`config.mk`:
```
export PLATFORM = sky130hd
export DESIGN_NAME = chan_irq_ctl
export DESIGN_NICKNAME = d
export VERILOG_FILES = /design/src/rtl/chan_irq_pkg.sv /design/src/rtl/hs_line_sync.sv /design/src/rtl/irq_en_reg.sv /design/src/rtl/irq_stat_build.sv /design/src/rtl/chan_irq_ctl.sv
export SDC_FILE = /design/constraint.sdc
export NUM_CORES = 1
export LEC_CHECK = 0
export BUFFER_PORTS_ARGS = -buffer_cell sky130_fd_sc_hd__buf_2
export CAP_MARGIN = 40
export CORE_MARGIN = 10
export CORE_UTILIZATION = 30
export CTS_BUF_LIST = sky130_fd_sc_hd__clkbuf_16
export DETAILED_ROUTE_END_ITERATION = 10
export GPL_TIMING_DRIVEN = 0
export MAX_ROUTING_LAYER = met4
export SYNTH_ARGS = -nofsm -noshare
export SYNTH_HDL_FRONTEND = slang
export SYNTH_SLANG_ARGS = --single-unit
```
`constraint.sdc`:
```
create_clock -name clk -period 1.16 [get_ports clk]
set_input_delay 0.174 -clock clk [delete_from_list [all_inputs] [get_ports clk]]
set_output_delay 0.174 -clock clk [all_outputs]
set_load 0.01 [all_outputs]
```
`src/rtl/chan_irq_pkg.sv`:
```
package chan_irq_pkg;
  localparam int N_SRC      = 7;
  localparam int N_LINES    = 3;
  // handshake line indices inside the synchroniser vector
  localparam int LN_CLEAR   = 0;
  localparam int LN_CARRIER = 1;
  localparam int LN_READY   = 2;
  // status byte bit positions
  localparam int B_RXFULL   = 0;
  localparam int B_RXERR    = 1;
  localparam int B_PAR      = 2;
  localparam int B_READYT   = 3;
  localparam int B_CARRT    = 4;
  localparam int B_CLEART   = 5;
  localparam int B_TXE      = 6;
  localparam int B_ANY      = 7;
endpackage

```
`src/rtl/hs_line_sync.sv`:
```
module hs_line_sync #(
  parameter int N_LINES     = 3,
  parameter int SYNC_STAGES = 2   // must be at least 2
) (
  input  logic               clk,
  input  logic               rst_n,
  input  logic [N_LINES-1:0] line_in,
  output logic               first_lvl,
  output logic [N_LINES-1:0] line_edge
);
  localparam int PRIME = SYNC_STAGES + 1;
  localparam int CW    = $clog2(PRIME + 1);

  logic [CW-1:0]      prime_cnt;
  logic               primed;
  logic [N_LINES-1:0] line_lvl;

  // edges are suppressed until the pipeline holds only sampled values
  assign primed = (prime_cnt == CW'(PRIME));

  always_ff @(posedge clk or negedge rst_n) begin
    if (!rst_n)       prime_cnt <= '0;
    else if (!primed) prime_cnt <= prime_cnt + 1'b1;
  end

  for (genvar g = 0; g < N_LINES; g++) begin : g_line
    logic [SYNC_STAGES-1:0] stg;
    logic                   prev;

    always_ff @(posedge clk or negedge rst_n) begin
      if (!rst_n) begin
        stg  <= '0;
        prev <= 1'b0;
      end else begin
        stg  <= {stg[SYNC_STAGES-2:0], line_in[g]};
        prev <= stg[SYNC_STAGES-1];
      end
    end

    assign line_lvl[g]  = stg[SYNC_STAGES-1];
    assign line_edge[g] = primed & (stg[SYNC_STAGES-1] ^ prev);

    // a reported edge always matches a level change seen one cycle apart
    a_r7_edge_is_change: assert property (@(posedge clk) disable iff (!rst_n)
      line_edge[g] |-> (line_lvl[g] != $past(line_lvl[g])));
  end

  assign first_lvl = line_lvl[0];
endmodule

```
`src/rtl/irq_en_reg.sv`:
```
module irq_en_reg #(
  parameter int N_SRC = 7
) (
  input  logic             clk,
  input  logic             rst_n,
  input  logic             wr,
  input  logic [N_SRC:0]   wdata,
  output logic [N_SRC-1:0] en_q
);
  logic             set_mode;
  logic [N_SRC-1:0] sel;

  assign set_mode = wdata[N_SRC];
  assign sel      = wdata[N_SRC-1:0];

  always_ff @(posedge clk or negedge rst_n) begin
    if (!rst_n)   en_q <= '0;
    else if (wr)  en_q <= set_mode ? (en_q | sel) : (en_q & ~sel);
  end

  // selected bits become 1 in set mode
  a_r1_set_selected: assert property (@(posedge clk) disable iff (!rst_n)
    (wr && set_mode) |=> ((en_q & $past(sel)) == $past(sel)));
  // selected bits become 0 in clear mode
  a_r2_clear_selected: assert property (@(posedge clk) disable iff (!rst_n)
    (wr && !set_mode) |=> ((en_q & $past(sel)) == '0));
  // unselected bits never move
  a_r1_keep_unselected: assert property (@(posedge clk) disable iff (!rst_n)
    1'b1 |=> (((en_q ^ $past(en_q)) & ~($past(sel) & {N_SRC{$past(wr)}})) == '0));
endmodule

```
`src/rtl/irq_stat_build.sv`:
```
module irq_stat_build
  import chan_irq_pkg::*;
(
  input  logic               clk,
  input  logic               rst_n,
  input  logic               rd,
  input  logic [N_LINES-1:0] line_edge,
  input  logic               clear_lvl,
  input  logic               echo_on,
  input  logic               tx_empty,
  input  logic               rx_par,
  input  logic               rx_err,
  input  logic               rx_full,
  output logic [7:0]         stat
);
  logic [N_LINES-1:0] flag;
  logic [N_SRC-1:0]   low;

  // an edge in a read cycle survives the clear
  always_ff @(posedge clk or negedge rst_n) begin
    if (!rst_n) flag <= '0;
    else        flag <= (flag & ~{N_LINES{rd}}) | line_edge;
  end

  always_comb begin
    low            = '0;
    low[B_RXFULL]  = rx_full;
    low[B_RXERR]   = rx_err;
    low[B_PAR]     = rx_par;
    low[B_READYT]  = flag[LN_READY];
    low[B_CARRT]   = flag[LN_CARRIER];
    low[B_CLEART]  = flag[LN_CLEAR];
    low[B_TXE]     = tx_empty & ~clear_lvl;
  end

  assign stat = {(|low) | (clear_lvl & ~echo_on), low};

  // an edge always leaves its flag set, read or not
  a_r8_edge_beats_read: assert property (@(posedge clk) disable iff (!rst_n)
    (line_edge != '0) |=> ((flag & $past(line_edge)) == $past(line_edge)));
  // a read clears every flag that had no new edge
  a_r7_read_clears: assert property (@(posedge clk) disable iff (!rst_n)
    rd |=> ((flag & ~$past(line_edge)) == '0));
  // with no edge and no read, flags hold
  a_r10_flags_hold: assert property (@(posedge clk) disable iff (!rst_n)
    (!rd && line_edge == '0) |=> $stable(flag));
  // transmit empty is masked while the clear line is high
  a_r6_txe_masked: assert property (@(posedge clk) disable iff (!rst_n)
    clear_lvl |-> !stat[B_TXE]);
endmodule

```
`src/rtl/chan_irq_ctl.sv`:
```
module chan_irq_ctl
  import chan_irq_pkg::*;
#(
  parameter int SYNC_STAGES = 2
) (
  input  logic       clk,
  input  logic       rst_n,
  input  logic       hs_clear_line,
  input  logic       hs_carrier_line,
  input  logic       hs_ready_line,
  input  logic       echo_on,
  input  logic       tx_buf_empty,
  input  logic       rx_par_stat,
  input  logic       rx_err_any,
  input  logic       rx_buf_full,
  input  logic       stat_rd,
  input  logic       en_wr,
  input  logic [7:0] en_wdata,
  output logic [7:0] stat_byte,
  output logic [7:0] en_byte,
  output logic       irq_n
);
  logic [N_LINES-1:0] line_in;
  logic [N_LINES-1:0] line_edge;
  logic               clear_lvl;
  logic [N_SRC-1:0]   en_q;
  logic               cause;

  always_comb begin
    line_in             = '0;
    line_in[LN_CLEAR]   = hs_clear_line;
    line_in[LN_CARRIER] = hs_carrier_line;
    line_in[LN_READY]   = hs_ready_line;
  end

  hs_line_sync #(.N_LINES(N_LINES), .SYNC_STAGES(SYNC_STAGES)) u_sync (
    .clk(clk), .rst_n(rst_n), .line_in(line_in),
    .first_lvl(clear_lvl), .line_edge(line_edge)
  );

  irq_en_reg #(.N_SRC(N_SRC)) u_en (
    .clk(clk), .rst_n(rst_n), .wr(en_wr), .wdata(en_wdata), .en_q(en_q)
  );

  irq_stat_build u_stat (
    .clk(clk), .rst_n(rst_n), .rd(stat_rd), .line_edge(line_edge),
    .clear_lvl(clear_lvl), .echo_on(echo_on), .tx_empty(tx_buf_empty),
    .rx_par(rx_par_stat), .rx_err(rx_err_any), .rx_full(rx_buf_full),
    .stat(stat_byte)
  );

  assign en_byte = {1'b1, en_q};
  assign cause   = |(stat_byte[N_SRC-1:0] & en_q);

  always_ff @(posedge clk or negedge rst_n) begin
    if (!rst_n) irq_n <= 1'b1;
    else        irq_n <= ~cause;
  end

  // request follows an enabled cause one cycle later
  a_r9_raise: assert property (@(posedge clk) disable iff (!rst_n)
    cause |=> !irq_n);
  // request drops one cycle after the cause goes away
  a_r9_drop: assert property (@(posedge clk) disable iff (!rst_n)
    !cause |=> irq_n);
  // enable readback top bit is constant one
  a_r3_en_top: assert property (@(posedge clk) disable iff (!rst_n)
    en_byte[7]);
endmodule

```
==> metrics.md, run 1 <==
| Metric | Value |
|---|---|
| Layout Cells excl Fill | 138 |
| R2r startpoint | u_sync.prime_cnt[0] |
| Clk slew on worst S/H paths | 0.06 ns |
| First-pass GRT wire length | 3.09 mm |
| Crit Path Max Fanout | 2 |
| R2r worst-path depth | 2 |
| Vias per cell | 4.53 |
| CTS Buf Count | 3 |
| Critical Path Start Type | flop |
| Setup WS pre-CTS | 0.0452 ns |
| Clock sinks | 22 |
| Endpoint class of the critical path | output port |
| Residual DRC | 0 |
| Register area share after synthesis | 65.0% |
| Root Driver | clkbuf_16 |
| Final Hold Violating Endpoints | 0 |
| Max Cap Violations | 0 |
| First-pass DRT Iterations | 4 |
| CTS HTree Levels | 1 |
| Die Width | 73.2 um |
| Worst hold path stage count | 1 |
| Initial Util | 31.0% |
| Diode count | 0 |
| Hold Startpoint | hs_clear_line |
| Io pins | 37 |
| Final WS setup | -0.0972 ns |
| Post-Syn Area | 848 um^2 |
| Maximum vdd ir drop | 1400 uV |
| Cells along the critical path | nor4_2 -> nand4_1 -> buf_2 |
| Delay-heaviest family, CP | flip-flops |
| Failing checks | setup timing |
| Outcome | complete, but fails checks |
| Syn nets | 86 |
| Max Fclk | 795 MHz |
| Most frequent cells in the layout | 35 x buf_2, 20 x dfrtp_1, 10 x nand2_1 |
| Vias in the first global route | 684 |
| PD cells | 1740 nW/um^2 |
| Req. time, crit path | 0.99 ns |
| Skew-Pair Late Insertion Delay | 0.25 ns |
| Post-DR wirelength/cell | 14.5 um |
| Row count | 19 |
| Final #Nets | 129 |
| Worst Path Buf+Inv | 1 |
| GP Congestion | 0.754 |
| TritonCTS clock tree | done |
| Core region area | 2730 um^2 |
| Layout cells sized above 1 | 54.2% |
| Synth-to-layout area growth | 42.5% |
| Yosys reg bits | 22 |
| Routed WL | 2.00 mm |
| DP Cell Count | 131 |
| Slew Limit Fails | 0 |
| Tmin final | 1.26 ns |
| WS Path Type | reg2out |
| Slowest-stage cell, CP | dfrtp_1 |
| Final Instance Area | 1210 um^2 |
| Post-Synthesis Cells | 65 |
| Unrepaired setup endpoints after global routing | yes |
| Path type of the worst min-delay path | in2reg |
| Count of cell types in the netlist | 18 |
| Cell Area, Placed | 1060 um^2 |
| Crit Reg-Reg Endpoint | u_sync.prime_cnt[1] |
| CTS max path bufs | 2 |
| Initial antenna violation count | 0 |
| Commonest non-fill, non-tap cell in the layout | buf_2 |
| GRT overflow | 0 |
| GRT Total Usage | 7.55% |
| Max Clock Skew | 0.00175 ns |
| Die height | 73.2 um |
| Die area | 5350 um^2 |
| YS warnings | 0 |
| Detailed placer's ending HPWL | 1.58 mm |
| Pin count of the biggest net entering global routing | 23 |
| Mean post-synth cell area | 13.1 um^2 |
| Via count | 625 |
| Crit path DAT | 1.08 ns |
| Period utilization | 108% |
| Final setup viols | 2 |
| WHS Endpoint | u_sync.g_line[0].stg[0] |
| Leak | 0.604 nW |
| Port Buffers | 35 |
| R2r setup slk | 0.06 ns |
| Antenna-violating nets left | 0 |
| DR iter-0 viols | 32 |
| Slowest stage delay, CP | 0.40 ns |
logic make-up after synthesis:
kind of cell | share of synthesized area [%]
compound gates | 5.31
xor+xnor | 4.13
fa+ha+maj | 1.47
buf+inv | 5.31
flops | 65.0
mux | 10.6
other cells | 0.442
simple gates | 7.67
repair_timing:
action,4_1_cts,5_1_grt
buffers inserted,2,0
pin swaps,1,2
hold buffers,1,0
endpoints found under the hold margin,21,0
setup endpoints to repair,2,3
gates resized for setup,1,3
power breakdown:
group	leakage [nW]	total (mW)	internal [mW]	switching, mW
registers	0.246	0.887	0.841	0.0459
clock network	0.0511	0.944	0.684	0.260
logic	0.307	0.273	0.139	0.134
total	0.604	2.10	1.66	0.440
metal layers:
layer / vias to the layer above / track usage, % / part of all wire [%]
met1: 306 / 7.64 / 37
met3: 4 / 3.27 / 5.1
met2: 15 / 12.8 / 56
met5: - / - / 0
li1: 300 / - / -
met4: 0 / 2.32 / 1.6
cells in the mapped netlist:
cell type,instances,area [um^2]
dfstp_2,1,26.3
and3_1,1,6.26
conb_1,1,3.75
o21ai_0,3,15.0
nor4_1,1,6.26
nand2_1,10,37.5
buf_4,4,30.0
nor2b_2,1,8.76
ha_1,1,12.5
a21oi_1,1,5.00
inv_1,4,15.0
nand4_1,1,6.26
xnor2_1,1,8.76
xor2_1,3,26.3
mux2_2,8,90.1
dfrtp_1,21,526
a222oi_1,1,10.0
a22oi_1,2,15.0
metrics by stage:
stage	hold WS [ns]	TNS [ns]	power, mW	util [%]
floorplan	-0.122	0	1.02	-
global placement	0.152	0	1.15	38.9
detailed placement	0.165	0	1.16	38.9
CTS	0.0231	-0.141	2.12	43.8
global route	0.0210	-0.220	2.20	44.2
finish	0.0261	-0.107	2.10	44.2
layout make-up:
class | instances | area, um^2
multi-input combinational | 35 | 267
sequential | 22 | 553
clock buffer | 3 | 75.1
clock inverter | 1 | 30.0
timing repair buffer | 38 | 200
fill | 253 | 1530
buffer | 4 | 30.0
inverter | 4 | 15.0
tap | 31 | 38.8
worst max-delay path by stage:
stage / start / to / slack, ns / depth (start not counted)
2_1_floorplan: u_sync.prime_cnt[0] / u_sync.prime_cnt[1] / 0.13 / 2
3_3_place_gp: u_sync.g_line[0].stg[1] / irq_n / 0.06 / 3
3_5_place_dp: u_sync.g_line[0].stg[1] / irq_n / 0.05 / 3
4_1_cts: u_sync.g_line[0].stg[1] / stat_byte[7] / -0.12 / 4
5_1_grt: u_stat.flag[2] / stat_byte[7] / -0.16 / 3
6_report: u_stat.flag[2] / stat_byte[7] / -0.1 / 3
Power figures use the tool's default switching activity.
==> run 2, diff against run 1 <==
- ABC_AREA: unset -> 1
==> run 2 against run 1 <==
The run still ends with setup timing left. Critical path type unchanged. Global-route usage grew 0.48 points. Critical path depth grew 2. Routed wire length grew 6.7%. Flip-flop and latch count is the same. Count of clock-buffer cells in the layout is the same. Clock power shrank 1%. Worst setup slack gained 0.021 ns. Area after synthesis grew 5.6%. Maximum frequency grew 1.7%. Design area grew 3.4%. Critical endpoint unchanged. Highest routed layer unchanged. Via count grew 18%. Largest power group unchanged. Worst hold slack is essentially flat.
==> metrics.md, run 2 <==
| Metric | Value |
|---|---|
| Outcome | complete, but fails checks |
| Failing checks | setup timing |
| R2r startpoint | u_sync.prime_cnt[0] |
| Met2 Usage GRT | 13.0% |
| Vias per cell | 4.25 |
| Pin count of the biggest net entering global routing | 23 |
| GP Congestion | 0.790 |
| Residual DRC | 0 |
| Mean post-synth cell area | 8.87 um^2 |
| Top Usage Layer GRT | met2 |
| Count of cell types in the netlist | 12 |
| Synth-to-layout area growth | 39.5% |
| Die Width | 74.6 um |
| Max Fclk | 809 MHz |
| Skew-Pair Late Insertion Delay | 0.25 ns |
| Yosys reg bits | 22 |
| Commonest non-fill, non-tap cell in the layout | nand2_1 |
| WHS Endpoint | u_sync.g_line[2].stg[0] |
| GRT overflow | 0 |
| Max Clock Skew | 0.00161 ns |
| Layout cells sized above 1 | 32.2% |
| Footprint of the multi-input gates | 258 um^2 |
| Crit path DAT | 1.06 ns |
| Row count | 19 |
| Clk slew on worst S/H paths | 0.06 ns |
| Max Cap Violations | 0 |
| Io pins | 37 |
| GRT Total Usage | 8.02% |
| Post-DR wirelength/cell | 12.3 um |
| YS warnings | 0 |
| CTS max path bufs | 2 |
| Leak | 0.696 nW |
| First-pass DRT Iterations | 4 |
| Final WS setup | -0.0763 ns |
| Crit Path Max Fanout | 3 |
| Most common cell in the synthesized netlist | nand2_1 |
| Met1 usage | 8.63% |
| Antenna-violating nets left | 0 |
| Post-synth top area share | 58.7% |
| FF/Latch Area | 552 um^2 |
| Final setup viols | 2 |
| Post-synth ARST share | 100% |
| Unrepaired setup endpoints after global routing | yes |
| Initial antenna violation count | 0 |
| PD cells | 1660 nW/um^2 |
| Post-synth top area cell | dfrtp_1 |
| Maximum vdd ir drop | 897 uV |
| WS Path Type | reg2out |
| Clock sinks | 22 |
| Worst hold path stage count | 1 |
| Routed WL | 2.13 mm |
| Crit Reg-Reg Endpoint | u_stat.flag[0] |
| Tmin final | 1.24 ns |
| Port Buffers | 35 |
| Req. time, crit path | 0.99 ns |
| Diode count | 0 |
| Detailed placer's ending HPWL | 1.67 mm |
| Met3 usage | 3.68% |
| Die height | 74.6 um |
| Period utilization | 107% |
| R2r setup slk | 0.17 ns |
| Ranking of synthesized cells by area | dfrtp_1 59%, nand2_1 15%, inv_1 6.3%, o21ai_1 3.9%, buf_4 3.4% |
| Slew Limit Fails | 0 |
| Most frequent cells in the layout | 35 x nand2_1, 34 x buf_2, 21 x dfrtp_1 |
| Via count | 739 |
| CTS Buf Count | 3 |
| Post-Synthesis Cells | 101 |
| CTS HTree Levels | 1 |
| Core region area | 2810 um^2 |
| Endpoint class of the critical path | output port |
| Syn nets | 122 |
| Initial Util | 31.9% |
| R2r worst-path depth | 3 |
| Final #Nets | 165 |
| Path type of the worst min-delay path | in2reg |
| Setup WS pre-CTS | 0.135 ns |
| Most frequent cells after synthesis | 35 x nand2_1, 21 x dfrtp_1, 15 x inv_1 |
| EDFF count, synth | 0 |
| First-pass GRT wire length | 3.37 mm |
| Register area share after synthesis | 61.6% |
| Final core occ | 44.6% |
| Die area | 5570 um^2 |
| Post-Syn Area | 896 um^2 |
| Fillers | 275 |
| Critical Path Start Type | flop |
| Vias in the first global route | 764 |
| Final Hold Violating Endpoints | 0 |
| Root Driver | clkbuf_16 |
| Top FF cell, synth | dfrtp_1 |
| TritonCTS clock tree | done |
| Hold Startpoint | hs_ready_line |
| DR iter-0 viols | 12 |
run 2: cell types whose count changed in the layout (fill, tap and decap cells not counted), sizes merged, moves of 4 or more:
cell / before / now
inv: 4 / 15
mux2: 8 / 0
nand2: 10 / 35
nand3: 0 / 4
nor2: 0 / 7
o21ai: 3 / 11
run 2: timing repair:
action / 4_1_cts / 5_1_grt
pin swaps: 0 / 1
buffers inserted: 1 / 1
endpoints found under the setup margin: 1 / 2
hold endpoints to repair: 21 / 0
hold buffers: 1 / 0
resized for setup: 0 / 2
run 2: worst max-delay path by stage:
stage | slack (ns) | startpoint | to
final | -0.08 | u_stat.flag[0] | stat_byte[7]
after global routing | -0.18 | u_stat.flag[2] | stat_byte[7]
after CTS | -0.09 | u_stat.flag[2] | stat_byte[7]
after detailed placement | 0.14 | u_stat.flag[2] | stat_byte[7]
after global placement | 0.14 | u_stat.flag[2] | stat_byte[7]
after floorplan | 0.21 | u_sync.g_line[0].stg[1] | stat_byte[7]
run 2: power breakdown:
| part | total (mW) | switching (mW) | internal (mW) |
|---|---|---|---|
| logic | 0.266 | 0.144 | 0.122 |
| clock network | 0.935 | 0.251 | 0.684 |
| registers | 0.879 | 0.0450 | 0.834 |
| total | 2.08 | 0.440 | 1.64 |
run 2: final cells by class:
cell class              count  area share [%]
flip-flops and latches     22            44.1
repair buffers             38            16.8
clock inverters             1            2.40
well taps                  31            3.10
clock buffers               3            6.01
multi-input cells          60            20.6
plain buffers               4            2.40
inverters                  15            4.50
run 2: cell families after synthesis:
logic type                 count (synthesis)  share of synthesized area [%]
and+or+nand+nor                           46                           19.8
DFF                                       22                           61.6
buffers and inverters                     19                           9.64
AOI/OAI and AO/OA                         11                           6.14
xor gates and xnor gates                   1                          0.978
adders and majority gates                  1                           1.40
other                                      1                          0.419
run 2: critical path, cell delays in order (launching register included):
cell     delay, ns
dfrtp_1       0.40
inv_1         0.07
nand2_1       0.05
nor2_1        0.09
nand2_1       0.06
buf_2         0.14
run 2: metrics by stage:
stage                     TNS [ns]  total power [mW]  hold WS, ns  area (um^2)  cells
after floorplan                  0              1.01       -0.122          896    101
after global placement           0              1.13        0.157         1110    167
after detailed placement         0              1.14        0.159         1110    167
after CTS                  -0.0944              2.10       0.0208         1230    173
after global routing        -0.231              2.17       0.0215         1250    174
final                      -0.0952              2.08       0.0262         1250    174
run 2: per-layer routing:
layer / vias to the layer above / part of all wire (%)
li1: 383 / -
met2: 24 / 49
met1: 330 / 45
met4: 0 / 0.23
met3: 2 / 6.3
met5: - / 0
==> run 3, diff against run 2 <==
- SETUP_SLACK_MARGIN: unset -> 0.4
==> run 3 against run 2 <==
The run ends with hold timing, setup timing left. Maximum frequency fell by 1.8%. Worst hold slack got worse by 0.15 ns. Design area rose by 16%. Count of clock-buffer cells in the layout stayed put. Utilization grew 7.1 points. Critical path depth unchanged.
==> metrics.md, run 3 (synthesized netlist as in run 2, its figures left out) <==
| Metric | Value |
|---|---|
| TritonCTS clock tree | done |
| Max Fclk | 795 MHz |
| PD cells | 1390 nW/um^2 |
| GP Congestion | 0.723 |
| Via count | 791 |
| Pin count of the biggest net entering global routing | 23 |
| Initial antenna violation count | 0 |
| Io pins | 37 |
| WS Path Type | reg2out |
| Final WS setup | -0.0986 ns |
| Detailed placer's ending HPWL | 1.61 mm |
| CTS Buf Count | 3 |
| Vias in the first global route | 793 |
| Cell Area, Placed | 1140 um^2 |
| Commonest non-fill, non-tap cell in the layout | buf_2 |
| GRT overflow | 0 |
| Final Instance Area | 1450 um^2 |
| Max Cap Violations | 0 |
| Period utilization | 109% |
| Crit path DAT | 1.08 ns |
| CTS HTree Levels | 1 |
| DP Cell Count | 167 |
| Antenna-violating nets left | 0 |
| Worst Path Buf+Inv | 2 |
| Port Buffers | 35 |
| Crit Path Max Fanout | 2 |
| Synth-to-layout area growth | 61.9% |
| Clock sinks | 22 |
| Post-DR wirelength/cell | 12.5 um |
| First-pass DRT Iterations | 2 |
| Final #Nets | 174 |
| First-pass GRT wire length | 3.49 mm |
| DR iter-0 viols | 17 |
| Layout Cells excl Fill | 183 |
| Layout cells sized above 1 | 52.0% |
| Design Power | 2.02 mW |
| Max Clock Skew | 0.00322 ns |
| Most numerous cell on the critical path | nand2_1 |
| Vias per cell | 4.32 |
| Delay-heaviest family, CP | flip-flops |
| GRT Total Usage | 8.45% |
| Outcome | complete, but fails checks |
| Unrepaired setup endpoints after global routing | yes |
| Initial Util | 31.9% |
| CTS max path bufs | 2 |
| Clk slew on worst S/H paths | 0.06 ns |
| Tmin final | 1.26 ns |
| Critical Path Start Type | flop |
| Endpoint class of the critical path | output port |
| Slowest stage delay, CP | 0.39 ns |
| Residual DRC | 0 |
| Path type of the worst min-delay path | in2async |
| Final setup viols | 2 |
| Die area | 5570 um^2 |
| Slowest-stage cell, CP | dfrtp_1 |
| Routed WL | 2.29 mm |
| Core region area | 2810 um^2 |
| Setup WS pre-CTS | 0.132 ns |
| Fillers | 257 |
| Slew Limit Fails | 0 |
| Most frequent cells in the layout | 30 x buf_2, 28 x nand2_1, 21 x dfrtp_1 |
| Root Driver | clkbuf_16 |
| Die Width | 74.6 um |
| Die height | 74.6 um |
| Req. time, crit path | 0.99 ns |
| Diode count | 0 |
| Cells along the critical path | inv_1 -> nand2_1 -> nor2_1 -> nand2_1 -> buf_2 |
| Failing checks | hold timing, setup timing |
| Final Hold Violating Endpoints | 21 |
| Hold Slack | -0.128 ns |
| Leak | 0.785 nW |
| Skew-Pair Late Insertion Delay | 0.25 ns |
| Row count | 19 |
| Maximum vdd ir drop | 1050 uV |
run 3: changes by cell type in the layout (fill, tap and decap cells not counted), moves of 4 or more:
cell     before  now
nand2_2       0    4
buf_2        34   30
buf_6         2   15
o21ai_2       0    8
o21ai_0       4    0
nand2_1      35   28
o21ai_1       7    3
run 3: layout make-up:
cell class,instances,area [um^2],area share [%]
flip-flops and latches,22,552,38.1
multi-input cells,60,360,24.8
repair buffers,47,334,23.0
clock buffers,3,75.1,5.18
inverters,15,56.3,3.88
well taps,31,38.8,2.67
plain buffers,4,30.0,2.07
clock inverters,1,3.75,0.259
run 3: repair_timing:
item,in CTS,in global routing
hold endpoints to repair,21,21
setup endpoints to repair,19,26
pin swaps,2,1
resized for setup,9,28
setup buffers,11,1
run 3: metal layers:
layer	GRT usage (%)	up-vias	share of wire [%]
li1	-	401	-
met1	8.50	356	39
met2	13.7	30	48
met3	4.47	4	11
met4	3.15	0	0.96
met5	-	-	0
run 3: through the flow:
step / TNS (ns) / util, %
2_1_floorplan: 0 / -
3_3_place_gp: 0 / 40.6
3_5_place_dp: 0 / 40.6
4_1_cts: -0.102 / 47.8
5_1_grt: -0.229 / 51.7
6_report: -0.102 / 51.7
run 3: power breakdown:
part | internal [mW] | total, mW | switching (mW) | leakage [nW]
sequential | 0.834 | 0.872 | 0.0385 | 0.251
combinational | 0.225 | 0.422 | 0.197 | 0.496
clock | 0.460 | 0.723 | 0.263 | 0.0385
total | 1.52 | 2.02 | 0.499 | 0.785
run 3: final timing paths:
kind / slack, ns / end / depth (start not counted) / startpoint
min in group clk: 0.02 / u_sync.g_line[0].stg[0] / 1 / hs_clear_line
hold / removal: -0.13 / async pin / 1 / rst_n
setup reg to reg: 0.21 / irq_n / 7 / u_stat.flag[2]
hold reg to reg: 0.35 / u_sync.g_line[1].stg[1] / 0 / u_sync.g_line[1].stg[0]
max in group asynchronous: 0.94 / irq_n / 1 / rst_n
setup / recovery: -0.1 / stat_byte[7] / 5 / u_stat.flag[0]
